[src/rtl/alu_pkg.sv]
package alu_pkg;

  localparam int NUM_OPS = 11;

  localparam int OP_ADD  = 0;
  localparam int OP_AND  = 1;
  localparam int OP_XOR  = 2;
  localparam int OP_OR   = 3;
  localparam int OP_NOR  = 4;
  localparam int OP_SUB  = 5;
  localparam int OP_SLTU = 6;
  localparam int OP_SLT  = 7;
  localparam int OP_SRA  = 8;
  localparam int OP_SRL  = 9;
  localparam int OP_SLL  = 10;

  // Strobes handed from control to datapath
  typedef struct packed {
    logic invertB;   // subtract path: ~b plus carry-in 1
    logic useSum;    // drive adder output onto result
    logic useAnd;
    logic useOr;
    logic useXor;
    logic useNor;
    logic useLtU;
    logic useLtS;
    logic useShift;  // drive shifter output onto result
    logic shLeft;
    logic shArith;
  } aluStrobe_t;

endpackage

[src/rtl/alu_ctrl.sv]
module alu_ctrl
  import alu_pkg::*;
(
  input  logic [NUM_OPS-1:0] opSel,
  output aluStrobe_t         strobe
);

  always_comb begin
    strobe          = '0;
    strobe.invertB  = opSel[OP_SUB] | opSel[OP_SLT] | opSel[OP_SLTU];
    strobe.useSum   = opSel[OP_ADD] | opSel[OP_SUB];
    strobe.useAnd   = opSel[OP_AND];
    strobe.useOr    = opSel[OP_OR];
    strobe.useXor   = opSel[OP_XOR];
    strobe.useNor   = opSel[OP_NOR];
    strobe.useLtU   = opSel[OP_SLTU];
    strobe.useLtS   = opSel[OP_SLT];
    strobe.useShift = opSel[OP_SRA] | opSel[OP_SRL] | opSel[OP_SLL];
    strobe.shLeft   = opSel[OP_SLL];
    strobe.shArith  = opSel[OP_SRA];
  end

endmodule

[src/rtl/alu_shifter.sv]
module alu_shifter #(
  parameter int WIDTH = 32,
  localparam int SHW = $clog2(WIDTH)
) (
  input  logic [WIDTH-1:0] din,
  input  logic [SHW-1:0]   amount,
  input  logic             shLeft,
  input  logic             shArith,
  output logic [WIDTH-1:0] dout
);

  logic [WIDTH-1:0] dinRev;
  logic [WIDTH-1:0] stageIn;
  logic [WIDTH-1:0] stageOut;
  logic [WIDTH-1:0] outRev;
  logic             fillBit;
  logic [WIDTH-1:0] stage [0:SHW];

  // A left shift is a right shift of the bit-reversed word.
  for (genvar i = 0; i < WIDTH; i++) begin : g_rev
    assign dinRev[i] = din[WIDTH-1-i];
    assign outRev[i] = stageOut[WIDTH-1-i];
  end

  assign stageIn  = shLeft ? dinRev : din;
  assign fillBit  = shArith & din[WIDTH-1];
  assign stage[0] = stageIn;

  for (genvar s = 0; s < SHW; s++) begin : g_stage
    localparam int DIST = 1 << s;
    assign stage[s+1] = amount[s]
                      ? {{DIST{fillBit}}, stage[s][WIDTH-1:DIST]}
                      : stage[s];
  end

  assign stageOut = stage[SHW];
  assign dout     = shLeft ? outRev : stageOut;

endmodule

[src/rtl/alu_datapath.sv]
module alu_datapath
  import alu_pkg::*;
#(
  parameter int WIDTH = 32,
  localparam int SHW = $clog2(WIDTH)
) (
  input  logic [WIDTH-1:0] opA,
  input  logic [WIDTH-1:0] opB,
  input  logic [SHW-1:0]   shAmt,
  input  aluStrobe_t       strobe,
  output logic [WIDTH-1:0] result
);

  logic [WIDTH-1:0] bOperand;
  logic [WIDTH:0]   sumFull;
  logic [WIDTH-1:0] sumVal;
  logic             carryOut;
  logic             signsDiffer;
  logic             lessU;
  logic             lessS;
  logic [WIDTH-1:0] shiftVal;

  assign bOperand = strobe.invertB ? ~opB : opB;
  assign sumFull  = {1'b0, opA} + {1'b0, bOperand}
                  + {{WIDTH{1'b0}}, strobe.invertB};
  assign sumVal   = sumFull[WIDTH-1:0];
  assign carryOut = sumFull[WIDTH];

  // a - b borrows exactly when a < b unsigned.
  assign lessU       = ~carryOut;
  // With different signs the negative operand is smaller, so no overflow matters.
  assign signsDiffer = opA[WIDTH-1] ^ opB[WIDTH-1];
  assign lessS       = signsDiffer ? opA[WIDTH-1] : sumVal[WIDTH-1];

  alu_shifter #(.WIDTH(WIDTH)) u_shift (
    .din     (opB),
    .amount  (shAmt),
    .shLeft  (strobe.shLeft),
    .shArith (strobe.shArith),
    .dout    (shiftVal)
  );

  // AND-OR result select: one-hot strobes, zero when none is set.
  always_comb begin
    result = ({WIDTH{strobe.useSum}}   & sumVal)
           | ({WIDTH{strobe.useAnd}}   & (opA & opB))
           | ({WIDTH{strobe.useOr}}    & (opA | opB))
           | ({WIDTH{strobe.useXor}}   & (opA ^ opB))
           | ({WIDTH{strobe.useNor}}   & ~(opA | opB))
           | ({WIDTH{strobe.useShift}} & shiftVal);
    result[0] = result[0] | (strobe.useLtU & lessU) | (strobe.useLtS & lessS);
  end

endmodule

[src/rtl/alu_onehot.sv]
module alu_onehot
  import alu_pkg::*;
#(
  parameter int WIDTH = 32,
  localparam int SHW = $clog2(WIDTH)
) (
  input  logic [WIDTH-1:0]   opA,
  input  logic [WIDTH-1:0]   opB,
  input  logic [NUM_OPS-1:0] opSel,
  input  logic [SHW-1:0]     shAmt,
  output logic [WIDTH-1:0]   result
);

  aluStrobe_t strobe;

  alu_ctrl u_ctrl (
    .opSel  (opSel),
    .strobe (strobe)
  );

  alu_datapath #(.WIDTH(WIDTH)) u_dp (
    .opA    (opA),
    .opB    (opB),
    .shAmt  (shAmt),
    .strobe (strobe),
    .result (result)
  );

endmodule

[config.mk]
export PLATFORM = sky130hd
export DESIGN_NAME = alu_onehot
export DESIGN_NICKNAME = d
export VERILOG_FILES = /design/src/rtl/alu_pkg.sv /design/src/rtl/alu_ctrl.sv /design/src/rtl/alu_shifter.sv /design/src/rtl/alu_datapath.sv /design/src/rtl/alu_onehot.sv
export SDC_FILE = /design/constraint.sdc
export NUM_CORES = 1
export LEC_CHECK = 0
export ABC_AREA = 1
export BUFFER_PORTS_ARGS = -buffer_cell sky130_fd_sc_hd__buf_2
export CORE_AREA = 2 2 128 143
export DETAILED_ROUTE_END_ITERATION = 7
export DIE_AREA = 0 0 130 145
export PLACE_DENSITY = 0.7
export SYNTH_ARGS = -nofsm -noshare
export SYNTH_HDL_FRONTEND = slang
export SYNTH_SLANG_ARGS = --single-unit
[constraint.sdc]
create_clock -name vclk -period 2.9
set_input_delay 0.145 -clock vclk [all_inputs]
set_output_delay 0.145 -clock vclk [all_outputs]
set_load 0.005 [all_outputs]
==> run metrics <==
status complete, no violations; P&R area growth vs syn 15.47%; net switching fraction of the power 64.70%; Critical Path RT 2.76 ns; post-synth top area share 26.63%; sequential-to-total area share from yosys stat 0%; startpoint types input port; most common cell after layout, fill and taps aside nand3_1; GRT Overall Usage 31.28%; endpoint class of the critical path output pin; number of global-route vias before repair 8581; fmax 359.5 MHz; Slew Limit Fails 0; Antenna diodes 0; Tightest Pin Transition 0.7174 ns; Final period util 95.92%; WS Path Type in -> out; detailed placement HPWL about 25000 um; hold path cells 4; initial antenna violation count 1; met2 WL 13170 um; DR vias 9537; Sw Pwr 1.154 mW; Synth warnings 0; Starting Density around two fifths; DP Area 0.007836 mm2; global-route wire length before repair 46550 um; M1 WL 12990 um; drt first pass iters 6; Reg power frac 0%; critical-path cell list buf_2 -> nor2_4 -> nand2_2 -> buf_12 -> buf_12 -> xor2_1 -> ha_1 -> nand2_1 -> nor4_1 -> nand2_1 -> nand3_1 -> nand2_1 -> nand3_1 -> nand3_1 -> buf_2; Worst Hold Launch opSel[3]; logic gate share of total power between 90% and 100%; Met3 Routed Length around 2700 um; largest net degree at the start of global routing between 60 and 70; CP bufs+invs 4; post-synth cell types 34; row cnt between 50 and 60; die area 0.01885 mm2; CP top delay family simple AND/OR/NAND/NOR gates; DR vias/cell 5.858; Die Wd 130 um; Worst VDD drop 0.1042 mV; Yosys top cell by area nand3_1; top cells by area, synth nand3_1 27%, ha_1 19%, nand2_1 19%, inv_1 6.2%, a21oi_1 4.3%; Die Ht about 150 um; grt ovf 0; Final GP Congestion 1.095; register area 0 um2; number of routed nets with antenna violations 0; synthesized area per cell between 5 and 6 um2; RSZ-0062 raised after global routing yes; final routed DRC violation total 0; Final Hold Violating Endpoints 0; post-route cell area about 0.0079 mm2; most frequent cells in the layout 365 x nand3_1, 339 x nand2_1, 112 x inv_1, 112 x buf_2, 101 x ha_1; Mapped Cells 1292; io pins 112; Routed wire per std cell 18.71 um; minimum clock period 2.782 ns; leakage between 4 and 5 nW; Core ar. 0.01742 mm2; Synthesized Nets about 1500; Place WS 0.04705 ns; CP arrival 2.64 ns; Post-Route WL roughly 30000 um; Setup WS post-layout ~0.12 ns; final setup vio count 0; Crit Path Max Fanout 21; Max Cap Viol 0; count of flip-flops and latches 0; Mapped Area between 0.006 and 0.007 mm2; final core occ 45.46%; layout cell share with drive strength beyond 1 between 10 and 15%; Clk pwr share 0%; # port buffers 112; Detailed Route Iter0 Violations 1095; Pint 629.3 uW; Hold-fix buffers, CTS 0; Rel. slew slack ~52%; critical path's slowest cell nor4_1; Hold Crit Class in -> out; Final nets about 1600; critical path's largest stage delay 0.52 ns; top layer in use met4; final-layout clock buffer total 0; Pwr per Cell Area ~230 mW/mm2; Hold EP result[1]
-- how the worst max path moves through the flow --
stage	cells past startpoint	slack (ns)	startpoint	to
3_3_place_gp	17	0.03	opSel[7]	result[25]
2_1_floorplan	13	0.54	opSel[6]	result[24]
3_5_place_dp	17	0.05	opSel[7]	result[25]
6_report	15	0.12	opSel[7]	result[21]
4_1_cts	17	0.04	opSel[7]	result[25]
5_1_grt	16	-0.01	opSel[7]	result[18]
-- cells by family (layout without fill, tap and decap cells) --
| kind of cell | Yosys count | in the layout | share of synthesized area (%) |
|---|---|---|---|
| AOI/OAI and AO/OA | 173 | 173 | 14.90 |
| xor gates and xnor gates | 32 | 32 | 4.086 |
| adders and majority gates | 104 | 104 | 19.08 |
| buffers and inverters | 184 | 282 | 10.54 |
| muxes | 2 | 2 | 0.2919 |
| and+or+nand+nor | 797 | 797 | 51.09 |
-- power by group through the flow --
stage | sequential, mW | clock (mW) | combinational, mW
CTS | 0 | 0 | 1.72
detailed placement | 0 | 0 | 1.71
global route | 0 | 0 | 1.96
global placement | 0 | 0 | 1.70
finish | 0 | 0 | 1.78
floorplan | 0 | 0 | 1.08
-- cell type report --
cell class | count | area [um2]
Fill cell | 1938 | 9500
Inverter | 119 | 446.7
Multi-Input combinational cell | 1108 | 6207
Tap cell | 238 | 297.8
Timing Repair Buffer | 163 | 968.4
-- stage by stage --
stage	total power, mW	std cells	setup TNS (ns)	hold WS [ns]
6_report	1.783	1628	0	0.6266
5_1_grt	1.961	1628	-0.009863	0.6495
4_1_cts	1.716	1626	0	0.6226
3_5_place_dp	1.706	1626	0	0.6198
3_3_place_gp	1.696	1626	0	0.6250
2_1_floorplan	1.082	1292	0	0.4178
-- Yosys cell counts --
master / n
nor2_1: 68
nor4_1: 2
o21ai_1: 7
buf_2: 17
clkinv_1: 2
fa_1: 1
inv_2: 4
xnor2_1: 1
clkbuf_1: 27
a21o_1: 4
a221oi_1: 24
buf_4: 3
buf_1: 18
or2_1: 2
a21boi_0: 1
nand3_1: 365
nor3_1: 6
xor2_1: 31
or2_2: 3
mux2i_1: 2
o21a_1: 2
o211ai_1: 6
nand3b_1: 5
nand4_1: 4
and2_1: 1
a22oi_1: 1
ha_1: 103
a21oi_1: 59
o21bai_1: 3
nand2_1: 341
o21ai_0: 59
a31oi_1: 1
o2111ai_1: 6
inv_1: 113
-- repair_timing --
| item | CTS | global route |
|---|---|---|
| endpoints found under the setup margin | 0 | 21 |
| setup buffers | 0 | 2 |
| resized for setup | 0 | 24 |
-- routing by layer --
layer | vias up | track usage, %
li1 | 4625 | -
met1 | 4324 | 44.23
met2 | 511 | 47.91
met3 | 77 | 2.765
met4 | 0 | 13.60
met5 | - | 0
Power figures use the tool's default switching activity.
